===== config.mk =====
export PLATFORM = sky130hd
export DESIGN_NAME = fadd_combiner
export DESIGN_NICKNAME = d
export VERILOG_FILES = /design/src/rtl/fac_pkg.sv /design/src/rtl/fac_match.sv /design/src/rtl/fac_wait_buf.sv /design/src/rtl/fac_reply_split.sv /design/src/rtl/fadd_combiner.sv
export SDC_FILE = /design/constraint.sdc
export NUM_CORES = 1
export LEC_CHECK = 0
export BUFFER_PORTS_ARGS = -buffer_cell sky130_fd_sc_hd__buf_2
export CAP_MARGIN = 40
export CORE_ASPECT_RATIO = 0.6
export CORE_MARGIN = 10
export CORE_UTILIZATION = 55
export CTS_BUF_LIST = sky130_fd_sc_hd__clkbuf_16
export DETAILED_ROUTE_END_ITERATION = 8
export GPL_ROUTABILITY_DRIVEN = 0
export PLACE_DENSITY = 0.78
export SYNTH_ARGS = -nofsm -noshare
export SYNTH_HDL_FRONTEND = slang
export SYNTH_SLANG_ARGS = --single-unit
export TNS_END_PERCENT = 20

===== constraint.sdc =====
create_clock -name clk -period 16.35 [get_ports clk]
set_clock_uncertainty 0.2 [all_clocks]
set_input_delay 0.8175 -clock clk [delete_from_list [all_inputs] [get_ports clk]]
set_output_delay 0.8175 -clock clk [all_outputs]
set_load 0.005 [all_outputs]

===== src/rtl/fac_pkg.sv =====
package fac_pkg;
  typedef enum logic [1:0] {
    RT_NONE = 2'd0,
    RT_PAIR = 2'd1,
    RT_REQ0 = 2'd2,
    RT_REQ1 = 2'd3
  } route_e;
endpackage


===== src/rtl/fac_match.sv =====
module fac_match
  import fac_pkg::*;
#(
  parameter int AW = 16,
  parameter int DW = 32,
  parameter int TW = 6
) (
  input  logic          v0,
  input  logic [TW-1:0] t0,
  input  logic [AW-1:0] a0,
  input  logic [DW-1:0] d0,
  input  logic          v1,
  input  logic [TW-1:0] t1,
  input  logic [AW-1:0] a1,
  input  logic [DW-1:0] d1,
  input  logic          buf_full,
  input  logic          mem_ready,
  output logic          mem_valid,
  output logic [TW-1:0] mem_tag,
  output logic [AW-1:0] mem_addr,
  output logic [DW-1:0] mem_add,
  output logic          rdy0,
  output logic          rdy1,
  output logic          alloc_en,
  output route_e        route
);
  function automatic logic [DW-1:0] sum_wrap(input logic [DW-1:0] x, input logic [DW-1:0] y);
    return x + y;
  endfunction

  logic same_addr;
  assign same_addr = v0 && v1 && (a0 == a1);

  always_comb begin
    if (same_addr && !buf_full) route = RT_PAIR;
    else if (same_addr)         route = RT_NONE;
    else if (v0)                route = RT_REQ0;
    else if (v1)                route = RT_REQ1;
    else                        route = RT_NONE;
  end

  always_comb begin
    mem_valid = 1'b0;
    mem_tag   = t0;
    mem_addr  = a0;
    mem_add   = d0;
    rdy0      = 1'b0;
    rdy1      = 1'b0;
    alloc_en  = 1'b0;
    unique case (route)
      RT_PAIR: begin
        mem_valid = 1'b1;
        mem_add   = sum_wrap(d0, d1);
        rdy0      = mem_ready;
        rdy1      = mem_ready;
        alloc_en  = mem_ready;
      end
      RT_REQ0: begin
        mem_valid = 1'b1;
        rdy0      = mem_ready;
      end
      RT_REQ1: begin
        mem_valid = 1'b1;
        mem_tag   = t1;
        mem_addr  = a1;
        mem_add   = d1;
        rdy1      = mem_ready;
      end
      default: ;
    endcase
  end
endmodule


===== src/rtl/fac_wait_buf.sv =====
module fac_wait_buf #(
  parameter int TW    = 6,
  parameter int DW    = 32,
  parameter int DEPTH = 4
) (
  input  logic          clk,
  input  logic          rst_n,
  input  logic          alloc_en,
  input  logic [TW-1:0] alloc_key,
  input  logic [TW-1:0] alloc_tag2,
  input  logic [DW-1:0] alloc_add1,
  input  logic [TW-1:0] look_key,
  input  logic          free_en,
  output logic          full,
  output logic          hit,
  output logic [TW-1:0] hit_tag2,
  output logic [DW-1:0] hit_add1
);
  localparam int IW = (DEPTH > 1) ? $clog2(DEPTH) : 1;

  logic [DEPTH-1:0] slot_v;
  logic [TW-1:0]    slot_key  [DEPTH];
  logic [TW-1:0]    slot_tag2 [DEPTH];
  logic [DW-1:0]    slot_add1 [DEPTH];
  logic [IW-1:0]    free_idx, hit_idx;
  logic             have_free;

  always_comb begin
    free_idx  = '0;
    have_free = 1'b0;
    for (int i = DEPTH - 1; i >= 0; i--) begin
      if (!slot_v[i]) begin
        free_idx  = IW'(i);
        have_free = 1'b1;
      end
    end
  end

  always_comb begin
    hit_idx = '0;
    hit     = 1'b0;
    for (int i = DEPTH - 1; i >= 0; i--) begin
      if (slot_v[i] && slot_key[i] == look_key) begin
        hit_idx = IW'(i);
        hit     = 1'b1;
      end
    end
  end

  assign full     = &slot_v;
  assign hit_tag2 = slot_tag2[hit_idx];
  assign hit_add1 = slot_add1[hit_idx];

  for (genvar g = 0; g < DEPTH; g++) begin : g_slot
    always_ff @(posedge clk) begin
      if (!rst_n) begin
        slot_v[g]    <= 1'b0;
        slot_key[g]  <= '0;
        slot_tag2[g] <= '0;
        slot_add1[g] <= '0;
      end else if (alloc_en && have_free && free_idx == IW'(g)) begin
        slot_v[g]    <= 1'b1;
        slot_key[g]  <= alloc_key;
        slot_tag2[g] <= alloc_tag2;
        slot_add1[g] <= alloc_add1;
      end else if (free_en && hit && hit_idx == IW'(g)) begin
        slot_v[g] <= 1'b0;
      end
    end
  end
endmodule


===== src/rtl/fac_reply_split.sv =====
module fac_reply_split #(
  parameter int TW = 6,
  parameter int DW = 32
) (
  input  logic          clk,
  input  logic          rst_n,
  input  logic          rep_valid,
  input  logic [TW-1:0] rep_tag,
  input  logic [DW-1:0] rep_data,
  input  logic          hit,
  input  logic [TW-1:0] hit_tag2,
  input  logic [DW-1:0] hit_add1,
  output logic          rep_ready,
  output logic          free_en,
  output logic          pending,
  output logic          rsp_valid,
  output logic [TW-1:0] rsp_tag,
  output logic [DW-1:0] rsp_data
);
  function automatic logic [DW-1:0] serial_after(input logic [DW-1:0] old_v, input logic [DW-1:0] first_add);
    return old_v + first_add;
  endfunction

  logic [TW-1:0] sec_tag;
  logic [DW-1:0] sec_data;

  assign rep_ready = !pending;
  assign free_en   = rep_valid && !pending && hit;

  always_ff @(posedge clk) begin
    if (!rst_n) begin
      pending   <= 1'b0;
      rsp_valid <= 1'b0;
      rsp_tag   <= '0;
      rsp_data  <= '0;
      sec_tag   <= '0;
      sec_data  <= '0;
    end else if (pending) begin
      rsp_valid <= 1'b1;
      rsp_tag   <= sec_tag;
      rsp_data  <= sec_data;
      pending   <= 1'b0;
    end else if (rep_valid) begin
      rsp_valid <= 1'b1;
      rsp_tag   <= rep_tag;
      rsp_data  <= rep_data;
      if (hit) begin
        pending  <= 1'b1;
        sec_tag  <= hit_tag2;
        sec_data <= serial_after(rep_data, hit_add1);
      end
    end else begin
      rsp_valid <= 1'b0;
    end
  end
endmodule


===== src/rtl/fadd_combiner.sv =====
module fadd_combiner
  import fac_pkg::*;
#(
  parameter int ADDR_W = 16,
  parameter int DATA_W = 32,
  parameter int TAG_W  = 6,
  parameter int DEPTH  = 4
) (
  input  logic              clk,
  input  logic              rst_n,
  input  logic              req0_valid,
  input  logic [TAG_W-1:0]  req0_tag,
  input  logic [ADDR_W-1:0] req0_addr,
  input  logic [DATA_W-1:0] req0_add,
  output logic              req0_ready,
  input  logic              req1_valid,
  input  logic [TAG_W-1:0]  req1_tag,
  input  logic [ADDR_W-1:0] req1_addr,
  input  logic [DATA_W-1:0] req1_add,
  output logic              req1_ready,
  output logic              mem_valid,
  output logic [TAG_W-1:0]  mem_tag,
  output logic [ADDR_W-1:0] mem_addr,
  output logic [DATA_W-1:0] mem_add,
  input  logic              mem_ready,
  input  logic              rep_valid,
  input  logic [TAG_W-1:0]  rep_tag,
  input  logic [DATA_W-1:0] rep_data,
  output logic              rep_ready,
  output logic              rsp_valid,
  output logic [TAG_W-1:0]  rsp_tag,
  output logic [DATA_W-1:0] rsp_data
);
  logic              buf_full, alloc_en, free_en, hit, split_pend;
  logic [TAG_W-1:0]  hit_tag2;
  logic [DATA_W-1:0] hit_add1;
  route_e            route;

  fac_match #(.AW(ADDR_W), .DW(DATA_W), .TW(TAG_W)) u_match (
    .v0(req0_valid), .t0(req0_tag), .a0(req0_addr), .d0(req0_add),
    .v1(req1_valid), .t1(req1_tag), .a1(req1_addr), .d1(req1_add),
    .buf_full(buf_full), .mem_ready(mem_ready),
    .mem_valid(mem_valid), .mem_tag(mem_tag), .mem_addr(mem_addr), .mem_add(mem_add),
    .rdy0(req0_ready), .rdy1(req1_ready), .alloc_en(alloc_en), .route(route)
  );

  fac_wait_buf #(.TW(TAG_W), .DW(DATA_W), .DEPTH(DEPTH)) u_wait (
    .clk(clk), .rst_n(rst_n),
    .alloc_en(alloc_en), .alloc_key(req0_tag), .alloc_tag2(req1_tag), .alloc_add1(req0_add),
    .look_key(rep_tag), .free_en(free_en),
    .full(buf_full), .hit(hit), .hit_tag2(hit_tag2), .hit_add1(hit_add1)
  );

  fac_reply_split #(.TW(TAG_W), .DW(DATA_W)) u_split (
    .clk(clk), .rst_n(rst_n),
    .rep_valid(rep_valid), .rep_tag(rep_tag), .rep_data(rep_data),
    .hit(hit), .hit_tag2(hit_tag2), .hit_add1(hit_add1),
    .rep_ready(rep_ready), .free_en(free_en), .pending(split_pend),
    .rsp_valid(rsp_valid), .rsp_tag(rsp_tag), .rsp_data(rsp_data)
  );
endmodule


## Word-level counts from Yosys, hierarchy flattened

Memory sizes are Yosys's and may differ from the RTL's. A register that Yosys moved wholly into a read port is not among the register bits.
Cells that the tools add are included.

- $add $sub $neg: 2
- Multipliers: 0
- Div/mod/pow operators: 0
- Order comparisons: 0
- Equal/unequal tests: 14
- Shift-type cells: 0
- Mux-type cells: 67
- Bitwise gates (word level): 15
- Reductions and logical operators: 35

Operator list:

| operator | count |
|---|---|
| $mux W32 | 6 |
| $mux W6 | 11 |
| $add A32 B32 Y32 | 2 |
| $pmux W32 S2 | 1 |
| $mux W1 | 36 |
| $eq A6 B6 Y1 | 4 |
| $mux W2 | 12 |
| $logic_and A1 B1 Y1 | 19 |
| $eq A16 B16 Y1 | 1 |
| $mux W16 | 1 |
| $eq A2 B2 Y1 const B | 6 |
| $or A1 B1 Y1 | 12 |
| $reduce_bool A2 Y1 | 5 |
| $eq A2 B1 Y1 const B | 3 |
| $reduce_or A3 Y1 | 2 |
| $logic_not A2 Y1 | 2 |
| $reduce_and A4 Y1 | 1 |
| $reduce_or A2 Y1 | 2 |
| $logic_not A1 Y1 | 3 |
| $not A1 Y1 | 3 |
| $reduce_and A3 Y1 | 1 |

- Bits in registers: 76
- Bits in latches: 0
- Bits in writable memories: 176
- ROM bits: 0
- Output and inout port bits: 97
- Word-level logic and storage cells: 145
- Memories kept: 3

Memory list:

| name | words | bits a word | read ports | clocked after Yosys merged registers in | write ports | RTL line | RTL |
|---|---|---|---|---|---|---|---|
| u_wait.slot_add1 | 4 | 32 | 1 | 0 | 4 | fac_wait_buf.sv:24 | `logic [DW-1:0] slot_add1 [DEPTH];` |
| u_wait.slot_key | 4 | 6 | 4 | 0 | 4 | fac_wait_buf.sv:22 | `logic [TW-1:0] slot_key [DEPTH];` |
| u_wait.slot_tag2 | 4 | 6 | 1 | 1 | 4 | fac_wait_buf.sv:23 | `logic [TW-1:0] slot_tag2 [DEPTH];` |

## Depth between registers and ports, before layout

Gate-level depths: netlist of run 1.

- Depth after elaboration: 12
- Gate-level depth with buffers: 21
- Gate-level depth less buffers: 18

## Hierarchy

Synthesis of run 1 repeated with hierarchy kept, for this count alone.

- Cell total of the unflattened synthesis: 1588
- Area, all modules: 15612.5 um^2

By module, submodules not included:

| module | instances | cells each | area an instance (um^2) |
|---|---|---|---|
| fac_wait_buf | 1 | 586 | 8056.5 |
| fac_reply_split | 1 | 633 | 4858.4 |
| fac_match | 1 | 369 | 2697.6 |

## Least setup slack after synthesis of run 1

No wires, ideal clock.

- Path type: input -> register
- Start point: in req1_addr[10]
- End point: mem u_wait.slot_add1[1][0], enable pin
- Arrival time: 5.898 ns
- Path slack: 9.745 ns
- Stages: 10
- Path buffers: 2
- Cells stage by stage: xnor2_1 > nand4_1 > nor4_1 > nand3_1 > o21bai_1 > clkbuf_1 > ha_1 > clkbuf_1 > nand3_1 > o21ai_0

RTL lines:

| what | RTL line | RTL |
|---|---|---|
| start, declared | fadd_combiner.sv:18 | `input logic [ADDR_W-1:0] req1_addr,` |
| end, declared | fac_wait_buf.sv:24 |  |

==> run_results.csv, run 1 <==
group,metric,value,unit
grt,grt.overflow.total,0,
grt,grt_pass1_wl,72400,um
pwr,p_int,1170,uW
flow_run,cap_violations,0,
timing,rsz0062_at_grt,"false",
worst_setup_path,max_stage_delay,0.57,ns
clock_tree,cts-buffers-inserted,26,
floorplan,die_w,235,um
layout,final_layout_size_suffix_gt1_frac,0.195,
clock_tree,ctsResizeCount,0,
layout,diodes,0,
timing,worstMarginPinSlew,0.909,ns
pwr,combPwrFrac,0.167,
clock_tree,root_buffer,"clkbuf_16",
clock_tree,clk_pin_slew,0.07,ns
grt,grt_util_all_layers,0.262,
placement,port_buffers,248,
logic_synthesis,synth_top_area_cell,"edfxtp_1",
logic_synthesis,synth_compound_area_frac,0.158,
routing,viasPerCell,6.13,
pwr,seq_power_share,0.457,
pwr,switching_share,0.264,
status,outcome,"finished clean",
routing,dr.first_iter.drc_count,1413,
routing,wl_per_cell,21.8,um
logic_synthesis,synthArstFlopShare,0,
worst_setup_path,critPathKind,"register to register",
grt,grt_antenna_before_repair,1,
layout,nNetsFinal,2034,
routing,wirelength,47900,um
pwr,p_clk_frac,0.376,
logic_synthesis,synth_simple_gate_area_frac,0.198,
logic_synthesis,synth_cell_types,63,
logic_synthesis,dominantRegCellSynth,"edfxtp_1",
worst_setup_path,cp.arrival,5.81,ns
grt,grt_pass1_vias,12600,
logic_synthesis,post_synth.cell_area_avg,9.43,um2
timing,setup_violations,0,
logic_synthesis,synth_most_common_cell,"nor2_1",
worst_setup_path,path_max_fanout,39,
floorplan,core-area,26800,um2
timing,hold_viol,0,
pwr,switchingPower,419,uW
logic_synthesis,synth-seq-cells,258,
timing,period_share,0.339,
pwr,leakagePower,0.00750,uW
clock_tree,clk_latency,0.54,ns
floorplan,dieArea,34900,um2
timing,slew_viol_final,0,
logic_synthesis,syn-instance-count,1610,
floorplan,die_y,149,um
timing,max_freq,180,MHz
worst_setup_path,cp.required,16.61,ns
clock_tree,ctsHoldBuffers,0,
floorplan,start_util,0.566,
timing,whs,0.251,ns
logic_synthesis,yosys.area_share.adder,0.0562,
logic_synthesis,synth_xor_area_frac,0.0488,
placement,placed_cell_area,16800,um2
logic_synthesis,synthMuxAreaShare,0.0427,
logic_synthesis,synth_top_family_by_area,"simple AND/OR/NAND/NOR gates",
routing,route.detailed.drc,0,
worst_setup_path,critical_path.startpoint_type,"register",
routing,dr.pass1.iters,6,
floorplan,io_pins,249,
timing,slew_headroom,0.392,
logic_synthesis,syn-cell-area,15200,um2
layout,design_area,17700,um2
logic_synthesis,ys_seq_area_frac,0.456,
layout,areaGrowthSynthToFinish,16.7,%
logic_synthesis,synth_edf_count,176,
clock_tree,postCtsSetupRepairBufs,0,
worst_setup_path,worstPathCellList,"xnor2_1 > nand4_1 > nor4_1 > nor2_1 > nand3b_1 > buf_4 > nor2_1 > nor4_1 > ha_1 > a211oi_2 > o21bai_1 > a211o_1 > o21a_1 > a311oi_4 > o311ai_1 > xnor3_1 > o21ai_1",
logic_synthesis,syn_nets,1829,
placement,place_ws,10.33,ns
layout,fillers,2124,
worst_setup_path,end_kind,"register",
pwr,peakVddDrop,0.0713,mV
routing,ant_nets,0,
clock_tree,cts_sinks,258,
logic_synthesis,synth_area_leaders,"edfxtp_1, dfxtp_1, ha_1, and2_1, nor2_1",
timing,setup_tns,0,ns
placement,place_hpwl,34900,um
worst_setup_path,slowest_stage,"nor4_1",
logic_synthesis,synth_warnings,0,
clock_tree,clockBufferDepth,3,
logic_synthesis,ys_top_cells_by_count,"nor2_1, edfxtp_1, and2_1, a21oi_1, dfxtp_1",
timing,layout_setup_ws,10.80,ns
pwr,power_density,89.8,nW/um2
logic_synthesis,synth_top_area_frac,0.348,
routing,num_vias,13500,
timing,layout_min_cycle_time,5.55,ns
clock_tree,tritoncts,"done",
layout,final_util,0.661,
clock_tree,htree_levels,1,
grt,grt_max_degree,78,
floorplan,rows,46,
hold_path,min-delay-path-class,"register to register",
-- metal layers --
layer | global-route usage | up-vias | wire [um]
met3 | 0.0807 | 64 | 6600
met1 | 0.376 | 6370 | 20200
li1 | - | 6266 | -
met4 | 0.0527 | 2 | 751
met2 | 0.383 | 763 | 20400
met5 | 0 | - | 7
-- state kept, by name, summed over array words and instances (netlist names) --
| register | cells |
|---|---|
| u_wait.slot_tag2 | 24 |
| u_wait.slot_v | 4 |
| u_split.pending | 1 |
| u_wait.slot_add1 | 128 |
| u_wait.slot_key | 24 |
| u_split.rsp_valid | 1 |
| u_split.sec_tag | 6 |
| u_split.sec_data | 32 |
| u_split.rsp_data | 32 |
| u_split.rsp_tag | 6 |
-- final cells by class --
cell class,count,area [um2],area share
multi-input combinational,1194,7700,0.435
sequential,258,6930,0.391
timing repair buffer,280,1580,0.0889
clock buffer,27,676,0.0381
tap,360,450,0.0254
inverter,55,208,0.0117
clock inverter,21,179,0.0101
-- worst paths after layout --
kind | from | end | slack [ns] | cells past startpoint
hold reg to reg | u_split.sec_data[11]$_SDFFE_PN0P_ | u_split.sec_data[11]$_SDFFE_PN0P_ | 0.25 | 2
hold / removal | u_split.sec_data[11]$_SDFFE_PN0P_ | u_split.sec_data[11]$_SDFFE_PN0P_ | 0.25 | 2
setup reg to reg | u_wait.slot_key[0][2]$_SDFFCE_PN0P_ | u_split.sec_data[31]$_SDFFE_PN0P_ | 10.80 | 17
setup / recovery | u_wait.slot_key[0][2]$_SDFFCE_PN0P_ | u_split.sec_data[31]$_SDFFE_PN0P_ | 10.80 | 17
-- through the flow --
| step | power [uW] | instances |
|---|---|---|
| 6_report | 1590 | 2195 |
| 2_1_floorplan | 903 | 1610 |
| 3_3_place_gp | 990 | 2137 |
| 4_1_cts | 1590 | 2193 |
| 3_5_place_dp | 1000 | 2145 |
| 5_1_grt | 1640 | 2195 |
-- kinds of logic after synthesis --
group,count (synthesis)
simple gates,611
compound gates,371
flops,258
buf+inv,158
xor+xnor,83
fa+ha+maj,67
mux,62
-- power groups by stage --
stage               Combinational [uW]  Clock, uW  Sequential, uW
global route                       289        626             729
global placement                   250          0             740
floorplan                          163          0             740
CTS                                261        602             727
detailed placement                 259          0             741
finish                             265        598             727
-- worst max-delay path, delay by kind of cell (launching register included) --
family	cells	cell delay (ns)
AO/OA/AOI/OAI	7	1.85
AND/OR/NAND/NOR	6	1.61
flip-flops	1	0.44
buffers and inverters	1	0.44
XOR/XNOR	2	0.56
adder cells (fa/ha/maj)	1	0.35
-- placed cells by master, fill, tap and decap left out, types with 41 or more instances in the layout --
cell / netlist / final
nor3_1: 73 / 71
a21oi_1: 126 / 125
nand2_1: 71 / 71
edfxtp_1: 176 / 176
o22ai_1: 41 / 41
buf_2: 17 / 248
xnor2_1: 58 / 58
ha_1: 65 / 64
inv_1: 54 / 60
and2_1: 128 / 128
nor2_1: 210 / 207
o21ai_0: 53 / 51
dfxtp_1: 82 / 81
Note: power is estimated with default switching activity, not from simulation.
==> inputs of run 2 (changes only) <==
--- a/config.mk
+++ b/config.mk
@@ -9,11 +9,11 @@
 export CAP_MARGIN = 40
 export CORE_ASPECT_RATIO = 0.6
 export CORE_MARGIN = 10
-export CORE_UTILIZATION = 55
+export CORE_UTILIZATION = 52
 export CTS_BUF_LIST = sky130_fd_sc_hd__clkbuf_16
 export DETAILED_ROUTE_END_ITERATION = 8
 export GPL_ROUTABILITY_DRIVEN = 0
-export PLACE_DENSITY = 0.78
+export PLACE_DENSITY = 0.77
 export SYNTH_ARGS = -nofsm -noshare
 export SYNTH_HDL_FRONTEND = slang
 export SYNTH_SLANG_ARGS = --single-unit
==> constraint.sdc (replaced) <==
create_clock -name clk -period 4.81 [get_ports clk]
set_clock_uncertainty 0.2 [all_clocks]
set_input_delay 0.2405 -clock clk [delete_from_list [all_inputs] [get_ports clk]]
set_output_delay 0.2405 -clock clk [all_outputs]
set_load 0.005 [all_outputs]
==> run_results.csv, run 2 (synthesized netlist as in run 1, its figures left out) <==
group,metric,value,unit
grt,grt.overflow.total,0,
pwr,seq_power_share,0.447,
worst_setup_path,critPathLaunch,"rep_tag[3]",
flow_run,cap_violations,0,
routing,route.met3.wl,5990,um
timing,whs,0.0232,ns
routing,viasPerCell,6.02,
timing,setup_violations,0,
routing,top_layer_used,"met4",
layout,nNetsFinal,2115,
worst_setup_path,critPathKind,"input pin to register",
clock_tree,cts-buffers-inserted,27,
grt,grt_util_all_layers,0.252,
clock_tree,root_buffer,"clkbuf_16",
routing,wl_per_cell,21.1,um
worst_setup_path,critical_path.startpoint_type,"input pin",
worst_setup_path,max_stage_delay,0.54,ns
pwr,switching_share,0.262,
routing,num_vias,13800,
worst_setup_path,worstReg2RegStart,"u_wait.slot_key[3][0]$_SDFFCE_PN0P_",
pwr,power_density,298,nW/um2
placement,place_hpwl,34600,um
floorplan,io_pins,249,
worst_setup_path,path_max_fanout,6,
routing,wirelength,48400,um
grt,grt_antenna_before_repair,0,
layout,final_util,0.644,
worst_setup_path,cp.required,5.04,ns
worst_setup_path,worstPathCellList,"dlygate4sd3_1 > buf_2 > xnor2_1 > nand4_1 > nor4_2 > nor3_1 > nor2_4 > nor2_1 > nor3_2 > ha_2 > inv_1 > fa_1 > nor2b_1 > o21a_1 > o21a_1 > o21ai_0 > o211ai_1 > nand4_1 > mux2i_1 > a311o_1",
layout,final_layout_size_suffix_gt1_frac,0.197,
worst_setup_path,cp.arrival,4.79,ns
routing,route.detailed.drc,0,
layout,regMostFlops,"u_wait.slot_add1",
pwr,peakVddDrop,0.279,mV
grt,grt_pass1_wl,74300,um
layout,diodes,0,
floorplan,start_util,0.528,
layout,mostFrequentLayoutCell,"buf_2",
timing,period_share,0.947,
layout,layout_common_cells,"buf_2, nor2_1, edfxtp_1",
floorplan,dieArea,36700,um2
timing,max_freq,219,MHz
worst_setup_path,end_kind,"register",
pwr,combPwrFrac,0.173,
clock_tree,htree_levels,1,
routing,met2WireLength,20300,um
routing,wl_met1,21200,um
timing,hold_viol,0,
clock_tree,clk_pin_slew,0.06,ns
floorplan,die_w,241,um
grt,grt_pass1_vias,13100,
timing,slew_headroom,0.413,
status,outcome,"finished clean",
hold_path,min_from,"rep_tag[0]",
clock_tree,cts_sinks,258,
clock_tree,postCtsSetupRepairBufs,0,
floorplan,rows,48,
clock_tree,tritoncts,"done",
placement,port_buffers,248,
placement,placed_cell_area,16900,um2
layout,areaGrowthSynthToFinish,22.1,%
routing,dr.first_iter.drc_count,1530,
layout,largest_reg_flops,128,
layout,top_regs,"u_wait.slot_add1 x128, u_split.rsp_data x32, u_split.sec_data x32",
worst_setup_path,slowest_stage,"dlygate4sd3_1",
pwr,leakagePower,0.00783,uW
clock_tree,clockBufferDepth,3,
pwr,p_clk_frac,0.380,
pwr,switchingPower,1450,uW
timing,slew_viol_final,0,
hold_path,min-delay-path-class,"input pin to register",
pwr,p_int,4080,uW
routing,ant_nets,0,
floorplan,die_y,152,um
clock_tree,clk_latency,0.55,ns
timing,worstMarginPinSlew,0.880,ns
routing,dr.pass1.iters,5,
floorplan,core-area,28800,um2
grt,grt_max_degree,79,
layout,design_area,18500,um2
timing,layout_min_cycle_time,4.56,ns
-- run 2: cell count changes in the layout (fill, tap and decap cells not counted), moves of 3 or more --
| cell | change |
|---|---|
| dlygate4sd3_1 | +65 |
| nor3_2 | +5 |
| buf_1 | +4 |
| nor4_1 | -3 |
| buf_12 | +3 |
| nor2_2 | -3 |
| o21ai_1 | +3 |
| buf_4 | +14 |
| nor4_2 | +3 |
| buf_8 | -3 |
| o21ai_0 | -3 |
| nor3_1 | -3 |
-- run 2: power groups by stage --
stage	clock (uW)	sequential [uW]	combinational, uW
final	2100	2470	957
after global routing	2210	2480	1040
after CTS	2120	2470	936
after detailed placement	0	2520	888
after global placement	0	2510	865
after floorplan	0	2510	555
-- run 2: metrics by stage --
stage	setup TNS (ns)	worst slack, ns	total power (uW)	instances
6_report	0	0.253	5530	2290
3_5_place_dp	0	0.0768	3400	2177
5_1_grt	-0.00128	-0.00128	5730	2290
2_1_floorplan	0	0.0482	3070	1610
3_3_place_gp	0	0.187	3380	2171
4_1_cts	0	0.0428	5530	2290
-- run 2: worst max-delay path: cells and delay by family --
kind / cells / cell delay, ns
AND/OR/NAND/NOR: 8 / 1.49
AO/OA/AOI/OAI: 5 / 1.29
buffers and inverters: 3 / 0.78
adder cells (fa/ha/maj): 2 / 0.68
XOR/XNOR: 1 / 0.16
multiplexers: 1 / 0.15
-- run 2: routing by layer --
layer,GRT usage,vias to the layer above
met5,0,-
met4,0.0564,0
met3,0.0726,77
met2,0.366,813
met1,0.360,6468
li1,-,6424
-- run 2: final timing paths --
kind / to / slack (ns) / cells past startpoint
worst max-delay path: u_split.sec_data[26]$_SDFFE_PN0P_ / 0.25 / 20
worst min-delay path: u_split.rsp_tag[0]$_SDFFE_PN0P_ / 0.02 / 5
worst max register to register: u_split.sec_data[26]$_SDFFE_PN0P_ / 0.27 / 18
worst min register to register: u_split.sec_data[3]$_SDFFE_PN0P_ / 0.25 / 2
-- run 2: layout make-up --
type / count / area, um2
clock buffer: 27 / 676
tap: 375 / 469
timing repair buffer: 360 / 2310
sequential: 258 / 6930
fill: 2193 / 10200
clock inverter: 21 / 214
inverter: 55 / 208
multi-input combinational: 1194 / 7730
-- run 2: what timing repair did --
item,in CTS,in global routing
hold buffers,65,0
setup endpoints to repair,0,16
endpoints found under the hold margin,161,0
resized for setup,0,16
==> inputs of run 3 (changes only) <==
--- a/config.mk
+++ b/config.mk
@@ -5,15 +5,16 @@
 export SDC_FILE = /design/constraint.sdc
 export NUM_CORES = 1
 export LEC_CHECK = 0
+export ABC_CLOCK_PERIOD_IN_PS = 4810
 export BUFFER_PORTS_ARGS = -buffer_cell sky130_fd_sc_hd__buf_2
 export CAP_MARGIN = 40
 export CORE_ASPECT_RATIO = 0.6
 export CORE_MARGIN = 10
-export CORE_UTILIZATION = 52
-export CTS_BUF_LIST = sky130_fd_sc_hd__clkbuf_16
+export CORE_UTILIZATION = 53
+export CTS_BUF_LIST = sky130_fd_sc_hd__clkbuf_8
 export DETAILED_ROUTE_END_ITERATION = 8
 export GPL_ROUTABILITY_DRIVEN = 0
-export PLACE_DENSITY = 0.77
+export PLACE_DENSITY = 0.79
 export SYNTH_ARGS = -nofsm -noshare
 export SYNTH_HDL_FRONTEND = slang
 export SYNTH_SLANG_ARGS = --single-unit
==> run_results.csv, run 3 (synthesized netlist as in run 1, its figures left out) <==
group,metric,value,unit
floorplan,die_y,151,um
floorplan,die_w,239,um
worst_setup_path,cp.arrival,4.97,ns
pwr,combPwrFrac,0.185,
clock_tree,tritoncts,"done",
layout,mostFrequentLayoutCell,"buf_2",
layout,final_util,0.669,
pwr,peakVddDrop,0.176,mV
clock_tree,htree_levels,2,
worst_setup_path,critPathKind,"input pin to register",
routing,route.detailed.drc,0,
pwr,power_density,281,nW/um2
timing,period_share,0.983,
routing,viasPerCell,6.08,
timing,layout_min_cycle_time,4.73,ns
floorplan,rows,47,
status,outcome,"finished, violations left",
timing,worstMarginPinSlew,0.913,ns
flow_run,cap_violations,0,
layout,design_area,18600,um2
timing,rsz0062_at_grt,"true",
floorplan,dieArea,36000,um2
worst_setup_path,cp.required,5.06,ns
routing,ant_nets,0,
placement,place_inst,2174,
layout,stdcell_count,2329,
routing,num_vias,14200,
worst_setup_path,ff2ff_path_depth,20,
placement,placed_cell_area,16900,um2
layout,nNetsFinal,2149,
routing,dr.first_iter.drc_count,1729,
pwr,switching_share,0.280,
grt,grt.overflow.total,0,
status,violations,"hold timing",
layout,layout_common_cells,"buf_2, nor2_1, edfxtp_1",
pwr,switchingPower,1470,uW
layout,areaGrowthSynthToFinish,22.8,%
clock_tree,clk_latency,0.57,ns
layout,top_regs,"u_wait.slot_add1 x128, u_split.rsp_data x32, u_split.sec_data x32",
worst_setup_path,path_max_fanout,5,
placement,place_hpwl,35600,um
hold_path,holdPathStages,5,
grt,grt_pass1_wl,76600,um
routing,wl_per_cell,21.6,um
grt,grt_max_degree,78,
layout,largest_reg_flops,128,
routing,dr.pass1.iters,6,
pwr,leakagePower,0.00795,uW
grt,grt_util_all_layers,0.268,
timing,hold_viol,1,
clock_tree,cts-buffers-inserted,40,
pwr,power,5240,uW
routing,wirelength,50200,um
timing,whs,-0.00594,ns
timing,max_freq,212,MHz
timing,setup_violations,0,
placement,port_buffers,248,
floorplan,start_util,0.545,
timing,slew_headroom,0.376,
clock_tree,clockBufferDepth,3,
layout,final_layout_size_suffix_gt1_frac,0.214,
pwr,seq_power_share,0.472,
floorplan,core-area,27900,um2
pwr,p_clk_frac,0.343,
worst_setup_path,critical_path.startpoint_type,"input pin",
timing,slew_viol_final,0,
floorplan,io_pins,249,
worst_setup_path,end_kind,"register",
clock_tree,cts_sinks,258,
grt,grt_antenna_before_repair,2,
clock_tree,root_buffer,"clkbuf_8",
grt,grt_pass1_vias,13800,
hold_path,min-delay-path-class,"input pin to register",
clock_tree,clk_pin_slew,0.06,ns
pwr,p_int,3780,uW
layout,regMostFlops,"u_wait.slot_add1",
==> run 3: cell types whose count changed in the layout (fill, tap and decap cells not counted), sizes merged <==
cell         previous run  this run
diode                   0         1
inv                    63        74
dlygate4sd3            65        71
buf                   295       309
clkbuf                 27        50
clkinv                  9         5
bufinv                  4         0
==> run 3: area by class of cell <==
cell class,instances,area (um2)
Fill cell,2105,9230
Clock inverter,24,111
Sequential cell,258,6930
Antenna cell,1,2.50
Clock buffer,49,674
Tap cell,367,459
Timing Repair Buffer,381,2460
Multi-Input combinational cell,1194,7810
Inverter,55,208
==> run 3: what timing repair did <==
action                                  CTS  global route
endpoints found under the setup margin    2            18
hold buffers                             71             0
cloned                                    0             2
resized for setup                         3            24
pin swaps                                 0             4
setup buffers                             0             7
hold endpoints to repair                170             0
==> run 3: layer usage <==
metal  track usage  vias up  part of all wire
met1         0.365     6626              0.41
met3         0.104       99              0.15
met5             0        -                 0
li1              -     6501                 -
met4        0.0791        0             0.024
met2         0.387      935              0.42
==> run 3: metrics by stage <==
step,setup slack (ns),setup TNS [ns]
finish,0.0835,0
global route,-0.157,-0.718
CTS,0.0396,0
detailed placement,-0.100,-0.135
global placement,0.182,0
floorplan,0.0482,0
==> run 3: path summary, 6_finish.rpt <==
| kind | startpoint | to | slack [ns] |
|---|---|---|---|
| setup / recovery | rep_tag[0] | u_split.sec_data[18]$_SDFFE_PN0P_ | 0.08 |
| hold / removal | rep_tag[1] | u_split.rsp_tag[1]$_SDFFE_PN0P_ | -0.006 |
| setup reg to reg | u_wait.slot_key[2][0]$_SDFFCE_PN0P_ | u_split.sec_data[18]$_SDFFE_PN0P_ | 0.08 |
| hold reg to reg | u_split.sec_data[5]$_SDFFE_PN0P_ | u_split.sec_data[5]$_SDFFE_PN0P_ | 0.25 |
==> run 3: worst max-delay path, stage by stage <==
cell	delay (ns)
dlygate4sd3_1	0.54
buf_2	0.18
xnor2_1	0.20
nand4_1	0.20
nor4_4	0.22
buf_4	0.19
nor3_1	0.08
nor2_4	0.19
buf_12	0.13
nor2_1	0.04
nor3_1	0.20
ha_1	0.26
inv_1	0.07
fa_1	0.45
nor2b_1	0.16
o21a_1	0.18
o21a_1	0.15
o21ai_0	0.18
a211oi_1	0.46
o211ai_1	0.18
a2111o_1	0.39
o311ai_0	0.08
==> run 3: power groups by stage <==
stage,Sequential [uW],Clock (uW),Combinational [uW]
2_1_floorplan,2510,0,555
3_3_place_gp,2520,0,861
3_5_place_dp,2520,0,883
4_1_cts,2470,1800,937
5_1_grt,2480,1900,1060
6_report,2480,1800,968
